`config.mk`:
```
export PLATFORM = sky130hd
export DESIGN_NAME = irq_vector_ctrl
export DESIGN_NICKNAME = d
export VERILOG_FILES = /design/src/rtl/irqv_pkg.sv /design/src/rtl/irqv_regs.sv /design/src/rtl/irqv_prio.sv /design/src/rtl/irq_vector_ctrl.sv
export SDC_FILE = /design/constraint.sdc
export NUM_CORES = 1
export LEC_CHECK = 0
export CAP_MARGIN = 10
export CORE_MARGIN = 4
export CORE_UTILIZATION = 37
export DETAILED_ROUTE_END_ITERATION = 7
export GPL_ROUTABILITY_DRIVEN = 0
export PLACE_DENSITY = 0.74
export SYNTH_ARGS = -nofsm -noshare
export SYNTH_HDL_FRONTEND = slang
export SYNTH_HIERARCHICAL = 1
export SYNTH_SLANG_ARGS = --single-unit
```
`constraint.sdc`:
```
create_clock -name clk -period 1.65 [get_ports clk]
set_input_delay 0.2475 -clock clk [delete_from_list [all_inputs] [get_ports clk]]
set_output_delay 0.2475 -clock clk [all_outputs]
set_load 0.02 [all_outputs]
```
`src/rtl/irqv_pkg.sv`:
```
package irqv_pkg;
  localparam int NSRC     = 8;
  localparam int VW       = $clog2(NSRC);
  localparam int LOW_SRC  = 3;                 // sources held in word 0
  localparam int HIGH_SRC = NSRC - LOW_SRC;    // sources held in word 1
  localparam int C0W      = 8;
  localparam int C1W      = 2 * HIGH_SRC;
  localparam int DW       = (C1W > C0W) ? C1W : C0W;
  localparam int C0_MASTER   = 7;
  localparam int C0_EN_TOP   = 6;
  localparam int C0_FLAG_TOP = 3;
endpackage

```
`src/rtl/irqv_regs.sv`:
```
module irqv_regs
  import irqv_pkg::*;
(
  input  logic            clk,
  input  logic            rst,
  input  logic            wr_en,
  input  logic            wr_sel,
  input  logic [DW-1:0]   wr_data,
  input  logic [NSRC-1:0] src_pulse,
  input  logic            grant,
  input  logic [VW-1:0]   grant_id,
  output logic            master_en,
  output logic [NSRC-1:0] src_en,
  output logic [NSRC-1:0] src_flag
);
  logic            master_d;
  logic [NSRC-1:0] en_d;
  logic [NSRC-1:0] flag_d;

  always_comb begin
    master_d = master_en;
    en_d     = src_en;
    flag_d   = src_flag;
    if (wr_en) begin
      if (!wr_sel) begin
        master_d = wr_data[C0_MASTER];
        for (int k = 0; k < LOW_SRC; k++) begin
          en_d[k]   = wr_data[C0_EN_TOP - k];
          flag_d[k] = wr_data[C0_FLAG_TOP - k];
        end
      end else begin
        for (int k = 0; k < HIGH_SRC; k++) begin
          en_d[LOW_SRC + k]   = wr_data[HIGH_SRC + k];
          flag_d[LOW_SRC + k] = wr_data[k];
        end
      end
    end
    if (grant) begin
      master_d         = 1'b0;
      flag_d[grant_id] = 1'b0;
    end
    flag_d = flag_d | src_pulse;
  end

  always_ff @(posedge clk) begin
    if (rst) begin
      master_en <= 1'b0;
      src_en    <= '0;
      src_flag  <= '0;
    end else begin
      master_en <= master_d;
      src_en    <= en_d;
      src_flag  <= flag_d;
    end
  end
endmodule

```
`src/rtl/irqv_prio.sv`:
```
module irqv_prio
  import irqv_pkg::*;
(
  input  logic [NSRC-1:0] req,
  output logic            any,
  output logic [VW-1:0]   id
);
  always_comb begin
    id = '0;
    for (int i = NSRC - 1; i >= 0; i--) begin
      if (req[i]) id = VW'(i);
    end
    any = |req;
  end
endmodule

```
`src/rtl/irq_vector_ctrl.sv`:
```
module irq_vector_ctrl
  import irqv_pkg::*;
(
  input  logic            clk,
  input  logic            rst,
  input  logic [NSRC-1:0] src_pulse,
  input  logic            stack_full,
  input  logic            wr_en,
  input  logic            wr_sel,
  input  logic [DW-1:0]   wr_data,
  output logic [C0W-1:0]  ctl0,
  output logic [C1W-1:0]  ctl1,
  output logic            ack,
  output logic [VW-1:0]   ack_vec
);
  logic            master_en;
  logic [NSRC-1:0] src_en;
  logic [NSRC-1:0] src_flag;
  logic            any_pend;
  logic [VW-1:0]   pend_id;
  logic            grant;

  assign grant = master_en & ~stack_full & any_pend;

  irqv_regs u_regs (
    .clk       (clk),
    .rst       (rst),
    .wr_en     (wr_en),
    .wr_sel    (wr_sel),
    .wr_data   (wr_data),
    .src_pulse (src_pulse),
    .grant     (grant),
    .grant_id  (pend_id),
    .master_en (master_en),
    .src_en    (src_en),
    .src_flag  (src_flag)
  );

  irqv_prio u_prio (
    .req (src_flag & src_en),
    .any (any_pend),
    .id  (pend_id)
  );

  always_ff @(posedge clk) begin
    if (rst) begin
      ack     <= 1'b0;
      ack_vec <= '0;
    end else begin
      ack <= grant;
      if (grant) ack_vec <= pend_id;
    end
  end

  assign ctl0[C0_MASTER] = master_en;
  assign ctl0[0]         = 1'b0;
  for (genvar k = 0; k < LOW_SRC; k++) begin : g_word0
    assign ctl0[C0_EN_TOP - k]   = src_en[k];
    assign ctl0[C0_FLAG_TOP - k] = src_flag[k];
  end
  for (genvar k = 0; k < HIGH_SRC; k++) begin : g_word1
    assign ctl1[HIGH_SRC + k] = src_en[LOW_SRC + k];
    assign ctl1[k]            = src_flag[LOW_SRC + k];
  end
endmodule

```
==> impl_summary.log, run 1 <==
[metrics] ports placed on the boundary: 45
[metrics] type of element capturing the critical path: flip-flop
[metrics] Clk Tree Root Cell: sky130_fd_sc_hd__clkbuf_4
[metrics] via count of the routed design: 1131
[metrics] number of cells traversed by the worst hold path: 3
[metrics] drt drc: 0
[metrics] total routed wirelength: 3250 um
[metrics] buffers added on ports: 43
[metrics] starting density of the core: 38.7%
[metrics] leakage power summed over all cells: 0.743 nW
[metrics] classification of the worst setup path: flip-flop to flip-flop
[metrics] sequential share of the synthesized area: 39.3%
[metrics] Setup TNS: 0 ps
[metrics] post-layout net count: 202
[metrics] launch instance of the worst register-to-register path: u_regs/src_flag[3]
[metrics] pins over their slew limit: 0
[metrics] HP Start: wr_data[9]
[metrics] largest net degree at the start of global routing: 14
[metrics] count of cells along the worst register-to-register path: 6
[metrics] largest cells by area after synthesis: sky130_fd_sc_hd__dfxtp_1 39%, sky130_fd_sc_hd__mux2i_1 9.4%, sky130_fd_sc_hd__nor3_1 6.1%
[metrics] Synth area leader: sky130_fd_sc_hd__dfxtp_1
[metrics] commonest cells after routing, fill and taps aside: 39 x sky130_fd_sc_hd__clkdlybuf4s50_1, 17 x sky130_fd_sc_hd__dfxtp_1, 12 x sky130_fd_sc_hd__buf_4, 12 x sky130_fd_sc_hd__nand2_1
[metrics] Detail Route Antenna Nets: 0
[metrics] antenna violations before repair: 0
[metrics] worst hold-check path type: primary input to flip-flop
[metrics] peak clock frequency supported by timing: 607 MHz
[metrics] leading cell type in the layout, fill and taps excluded: sky130_fd_sc_hd__clkdlybuf4s50_1
[metrics] clock-pin slew on the worst setup and hold paths: 130 ps
[metrics] number of core rows: 19
[metrics] number of antenna cells inserted: 0
[metrics] clock sink total: 21
[metrics] First DRT Iteration DRCs: 19
[metrics] signed area change from the synthesized netlist to the final layout: 59.0%
[metrics] netlist area before placement: 0.00107 sq mm
[metrics] final number of setup-violating endpoints: 0
[metrics] total gr overflow: 0
[metrics] area of the die: 0.00381 sq mm
[metrics] TritonCTS clock tree: yes
[metrics] Maximum Capacitance Violations: 0
[metrics] Worst Setup Start Kind: flip-flop
[metrics] part of the cycle the worst path needs: 99.9%
[metrics] Post CTS Setup Buffer Count: 0
[metrics] fraction of final layout cells sized beyond drive strength 1: 20.8%
[metrics] global-route wire length before repair: 5000 um
[metrics] core region area: 0.00276 sq mm
[metrics] Synth warnings: 6
[metrics] Bufs on Longest Clock Path: 2
[metrics] power density of the placed cells: 658 mW/mm^2
[metrics] required time at the endpoint of the critical path: 1880 ps
[metrics] Cell variety after synth: 27
[metrics] share of the synthesized area in the top cell type: 39.3%
[metrics] wire length per cell: 15.5 um
[metrics] Mapped Nets: 147
[metrics] worst-path maximum fanout: 4
[metrics] post-layout minimum cycle time: 1650 ps
[metrics] Via density: 5.41
[metrics] Final Hold Vio Count: 0
[metrics] total iterations of the first detailed-routing run: 4
[metrics] clock skew: 3.53 ps
[metrics] Die Y: 61.7 um
[metrics] worst r2r dst: u_regs/src_flag[0]
[metrics] HPWL reported at the end of detailed placement: 2440 um
[metrics] global-route usage over all layers: 17.4%
[metrics] number of instances in the synthesized netlist: 124
[metrics] outcome: finished clean
[metrics] worst skew pair latency: 310 ps
[metrics] critical path arrival: 1880 ps
[metrics] share of the core filled with cells: 61.6%
[metrics] total power: 1.12 mW
[metrics] total CTS buffers: 3
[metrics] Die X: 61.7 um
[metrics] capture endpoint of the worst hold path: u_regs/src_en[7]
[metrics] Avg Inst Size Synth: 8.62 sq um
[metrics] peak supply drop: 0.445 mV
[metrics] setup repair after global routing missed its margin: yes
[metrics] vias in the first global route: 1059
[metrics] CTS HTree Levels: 1
[metrics] flops & latches, synth: 21
[metrics] setup slack of the most critical reg-to-reg path: 2 ps
[metrics] Hold Slack: 479 ps
==> metal layers <==
metal	part of all wire (%)	GRT usage (%)
met5	0	0
met2	50	29.6
met1	43	22.1
met4	0.28	3.64
met3	7.0	4.96
==> critical path, stage by stage, from the launching register on <==
cell and delay, ps:
sky130_fd_sc_hd__dfxtp_2 360, sky130_fd_sc_hd__and2_1 180, sky130_fd_sc_hd__nor2_1 260, sky130_fd_sc_hd__nand3_1 120, sky130_fd_sc_hd__and3b_2 260, sky130_fd_sc_hd__nor2b_1 150, sky130_fd_sc_hd__a221oi_2 230
==> cell families (layout without fill, tap and decap cells) <==
group                  count (synthesis)  after routing  share of synthesized area (%)
multiplexers                          10             10                           9.37
AND/OR/NAND/NOR                       64             64                           32.4
flip-flops                            21             21                           39.3
other                                  1              1                          0.351
AO/OA/AOI/OAI                         18             18                           12.8
buffers and inverters                 10             64                           5.74
==> area by class of cell <==
cell class                      count  area (sq um)
Clock buffer                        3          22.5
Timing Repair Buffer               56           547
Inverter                            4          15.0
Sequential cell                    21           425
Fill cell                         233          1060
Multi-Input combinational cell     93           646
Tap cell                           31          38.8
Clock inverter                      1          5.00
==> worst max path at each step <==
stage                             from            endpoint  cells past startpoint
floorplan             u_regs/src_en[4]  u_regs/src_flag[0]                      7
global placement    u_regs/src_flag[4]  u_regs/src_flag[3]                      6
detailed placement  u_regs/src_flag[6]  u_regs/src_flag[1]                      6
CTS                 u_regs/src_flag[5]  u_regs/src_flag[2]                      7
global route        u_regs/src_flag[3]  u_regs/src_flag[3]                      6
finish              u_regs/src_flag[3]  u_regs/src_flag[0]                      6
==> Yosys cell counts (all sizes together) <==
master / n
nand2b: 10
conb: 1
nor3: 13
nand3: 1
a21boi: 1
nor4: 2
and3: 5
a21oi: 6
and2: 9
mux2i: 10
clkbuf: 1
a211oi: 7
o21bai: 1
nor2: 6
and3b: 2
o21ai: 1
inv: 4
o41ai: 1
nand2: 13
dfxtp: 21
buf: 5
a221oi: 1
nor2b: 3
==> report_power, final <==
group          internal (mW)  switching (mW)
combinational          0.161           0.139
sequential             0.535          0.0191
clock                 0.0907           0.173
total                  0.786           0.332
==> flip-flops by register name, summed over array words and instances, names as in the netlist <==
signal,flops
u_regs/src_en,8
u_regs/src_flag,8
ack_vec,3
ack,1
u_regs/master_en,1
==> metrics by stage <==
stage | instances | cell area, sq um | setup slack, ps
finish | 209 | 1700 | 2.12
global route | 209 | 1700 | -68.5
CTS | 209 | 1660 | 12.8
detailed placement | 205 | 1610 | 12.7
global placement | 205 | 1610 | 51.2
floorplan | 124 | 1080 | 9.39
==> what timing repair did <==
action / CTS / global route
gates resized for setup: 5 / 14
endpoints found under the setup margin: 3 / 13
pin swaps: 0 / 6
hold buffers: 0 / 0
Power figures use the tool's default switching activity.
==> run 2, diff against run 1 <==
Settings changed: CELL_PAD_IN_SITES_DETAIL_PLACEMENT set to 1, CELL_PAD_IN_SITES_GLOBAL_PLACEMENT set to 2, CORE_UTILIZATION 37 to 21, PLACE_DENSITY 0.74 to unset, PLACE_DENSITY_LB_ADDON set to 0.1.
==> impl_summary.log, run 2 (synthesized netlist as in run 1, its figures left out) <==
[metrics] outcome: finished clean (unchanged)
[metrics] starting density of the core: 22.2% (was 38.7%)
[metrics] number of cells traversed by the worst hold path: 2 (was 3)
[metrics] worst r2r dst: u_regs/src_flag[7] (was u_regs/src_flag[0])
[metrics] library cell contributing the largest single delay on the critical path: sky130_fd_sc_hd__dfxtp_2 (unchanged)
[metrics] peak supply drop: 0.254 mV (was 0.445 mV)
[metrics] global-route usage over all layers: 12.1% (was 17.4%)
[metrics] Die X: 79.3 um (was 61.7 um)
[metrics] Clk Tree Root Cell: sky130_fd_sc_hd__clkbuf_8 (was sky130_fd_sc_hd__clkbuf_4)
[metrics] commonest cells after routing, fill and taps aside: 43 x sky130_fd_sc_hd__clkdlybuf4s50_1, 16 x sky130_fd_sc_hd__dfxtp_1, 15 x sky130_fd_sc_hd__buf_4, 12 x sky130_fd_sc_hd__nand2_1, 10 x sky130_fd_sc_hd__mux2i_1 (was 39 x sky130_fd_sc_hd__clkdlybuf4s50_1, 17 x sky130_fd_sc_hd__dfxtp_1, 12 x sky130_fd_sc_hd__buf_4, 12 x sky130_fd_sc_hd__nand2_1)
[metrics] ports placed on the boundary: 45 (unchanged)
[metrics] Worst Setup Start Kind: flip-flop (unchanged)
[metrics] Via density: 4.29 (was 5.41)
[metrics] drt drc: 0 (unchanged)
[metrics] number of core rows: 25 (was 19)
[metrics] TritonCTS clock tree: yes (unchanged)
[metrics] signed area change from the synthesized netlist to the final layout: 72.5% (was 59.0%)
[metrics] post-layout instance area: 0.00184 sq mm (was 0.00170 sq mm)
[metrics] type of element capturing the critical path: flip-flop (unchanged)
[metrics] count of cells along the worst register-to-register path: 7 (was 6)
[metrics] launch instance of the worst register-to-register path: u_regs/src_flag[6] (was u_regs/src_flag[3])
[metrics] total power: 1.23 mW (was 1.12 mW)
[metrics] share of the core filled with cells: 38.3% (was 61.6%)
[metrics] clock group share of total power: 28.3% (was 23.6%)
[metrics] wire length per cell: 15.0 um (was 15.5 um)
[metrics] pins over their slew limit: 0 (unchanged)
[metrics] total gr overflow: 0 (unchanged)
[metrics] combinational group share of total power: 26.5% (was 26.8%)
[metrics] Worst Path Buf+Inv: 0 (unchanged)
[metrics] vias in the first global route: 1180 (was 1059)
[metrics] switch share: 28.2% (was 29.7%)
[metrics] First DRT Iteration DRCs: 43 (was 19)
[metrics] HPWL reported at the end of detailed placement: 2860 um (was 2440 um)
[metrics] critical path arrival: 1810 ps (was 1880 ps)
[metrics] power dissipated by switching net loads: 0.347 mW (was 0.332 mW)
[metrics] total CTS buffers: 3 (unchanged)
[metrics] worst-path maximum fanout: 5 (was 4)
[metrics] largest net degree at the start of global routing: 25 (was 14)
[metrics] CTS HTree Levels: 1 (unchanged)
[metrics] area of the die: 0.00629 sq mm (was 0.00381 sq mm)
[metrics] part of the power in registers: 45.3% (was 49.6%)
[metrics] clock sink total: 21 (unchanged)
[metrics] total iterations of the first detailed-routing run: 4 (unchanged)
[metrics] HP Start: u_regs/src_en[7] (was wr_data[9])
[metrics] post-layout minimum cycle time: 1630 ps (was 1650 ps)
[metrics] Post-Place Cell Area: 0.00166 sq mm (was 0.00161 sq mm)
[metrics] required time at the endpoint of the critical path: 1830 ps (was 1880 ps)
[metrics] total routed wirelength: 3740 um (was 3250 um)
[metrics] buffers added on ports: 43 (unchanged)
[metrics] clock skew: 5.32 ps (was 3.53 ps)
[metrics] final number of setup-violating endpoints: 0 (unchanged)
[metrics] registers with the most flip-flops: u_regs/src_en (8), u_regs/src_flag (8), ack_vec (3) (unchanged)
[metrics] via count of the routed design: 1068 (was 1131)
[metrics] count of hold buffers inserted by post-cts repair: 0 (unchanged)
[metrics] leakage power summed over all cells: 0.744 nW (was 0.743 nW)
[metrics] biggest cell delay along the critical path: 350 ps (was 360 ps)
[metrics] Setup TNS: 0 ps (unchanged)
[metrics] classification of the worst setup path: flip-flop to flip-flop (unchanged)
[metrics] capture endpoint of the worst hold path: u_regs/src_en[7] (unchanged)
[metrics] internal power consumption: 0.886 mW (was 0.786 mW)
[metrics] worst skew pair latency: 260 ps (was 310 ps)
[metrics] setup slack of the most critical reg-to-reg path: 20 ps (was 2 ps)
[metrics] global-route wire length before repair: 5890 um (was 5000 um)
[metrics] kind of cell adding the most delay to the critical path: simple AND/OR/NAND/NOR gates (unchanged)
[metrics] cells along the critical path: and2_4 -> nor4_4 -> nand3_1 -> and3b_2 -> nand2_2 -> nor3_1 -> nor3_1 (was and2_1 -> nor2_1 -> nand3_1 -> and3b_2 -> nor2b_1 -> a221oi_2)
[metrics] part of the cycle the worst path needs: 98.9% (was 99.9%)
[metrics] Final Hold Vio Count: 0 (unchanged)
[metrics] Bufs on Longest Clock Path: 2 (unchanged)
[metrics] critical path's most frequent cell: sky130_fd_sc_hd__nor3_1
[metrics] worst hold-check path type: flip-flop to flip-flop (was primary input to flip-flop)
[metrics] peak clock frequency supported by timing: 613 MHz (was 607 MHz)
[metrics] leading cell type in the layout, fill and taps excluded: sky130_fd_sc_hd__clkdlybuf4s50_1 (unchanged)
[metrics] Detail Route Antenna Nets: 0 (unchanged)
[metrics] clock-pin slew on the worst setup and hold paths: 80 ps (was 130 ps)
[metrics] core region area: 0.00482 sq mm (was 0.00276 sq mm)
[metrics] Die Y: 79.3 um (was 61.7 um)
[metrics] fraction of final layout cells sized beyond drive strength 1: 27.5% (was 20.8%)
[metrics] setup repair after global routing missed its margin: yes (unchanged)
[metrics] Maximum Capacitance Violations: 0 (unchanged)
[metrics] power density of the placed cells: 669 mW/mm^2 (was 658 mW/mm^2)
[metrics] number of antenna cells inserted: 0 (unchanged)
[metrics] antenna violations before repair: 0 (unchanged)
[metrics] post-layout net count: 206 (was 202)
-- run 2: cell count changes in the layout (fill, tap and decap cells not counted), sizes merged --
| cell | previous run | this run |
|---|---|---|
| buf | 13 | 17 |
| clkbuf | 3 | 4 |
| clkdlybuf4s50 | 39 | 43 |
| clkinv | 1 | 0 |
| dlygate4sd2 | 1 | 0 |
| dlymetal6s2s | 3 | 0 |
-- run 2: worst max path at each step --
stage                     depth (start not counted)          startpoint  slack (ps)                  to
after detailed placement                          8  u_regs/src_flag[5]           9  u_regs/src_flag[1]
after global placement                            6  u_regs/src_flag[6]           1  u_regs/src_flag[3]
after floorplan                                   7    u_regs/src_en[4]           9  u_regs/src_flag[0]
after CTS                                         6  u_regs/src_flag[6]          10  u_regs/src_flag[3]
final                                             7  u_regs/src_flag[6]          20  u_regs/src_flag[7]
after global routing                              7  u_regs/src_flag[6]        -120  u_regs/src_flag[7]
-- run 2: routing by layer --
metal / routed length (um) / GRT usage, % / share of wire [%]
met2: 1780 / 19.1 / 48
met1: 1800 / 16.6 / 48
met4: 19 / 3.09 / 0.51
met5: 0 / 0 / 0
met3: 146 / 2.61 / 3.9
-- run 2: final cells by class --
cell class,count,area (sq um)
Clock buffer,4,45.0
Fill cell,586,2970
Inverter,4,15.0
Multi-Input combinational cell,93,698
Sequential cell,21,427
Tap cell,67,83.8
Timing Repair Buffer,60,574
-- run 2: metrics by stage --
stage | instances | setup slack (ps) | hold WS (ps)
3_3_place_gp | 241 | 1.24 | 462
4_1_cts | 245 | 10.5 | 486
5_1_grt | 249 | -119 | 508
6_report | 249 | 18.0 | 473
2_1_floorplan | 124 | 9.39 | 319
3_5_place_dp | 241 | 8.82 | 468
-- run 2: power groups by stage --
stage	Clock [mW]	Sequential, mW	Combinational, mW
2_1_floorplan	0	0.591	0.0999
3_3_place_gp	0	0.567	0.292
3_5_place_dp	0	0.567	0.294
4_1_cts	0.366	0.556	0.296
5_1_grt	0.383	0.562	0.352
6_report	0.348	0.558	0.327
-- run 2: worst reg2reg max path: cells and delay by family, from the launching register on --
kind	cells	cell delay, ps
flops	1	350
simple gates	7	1210
-- run 2: what timing repair did --
| action | CTS | global route |
|---|---|---|
| resized for setup | 1 | 26 |
| setup buffers | 0 | 4 |
| endpoints found under the setup margin | 1 | 13 |
| pin swaps | 0 | 7 |
| cloned | 0 | 0 |
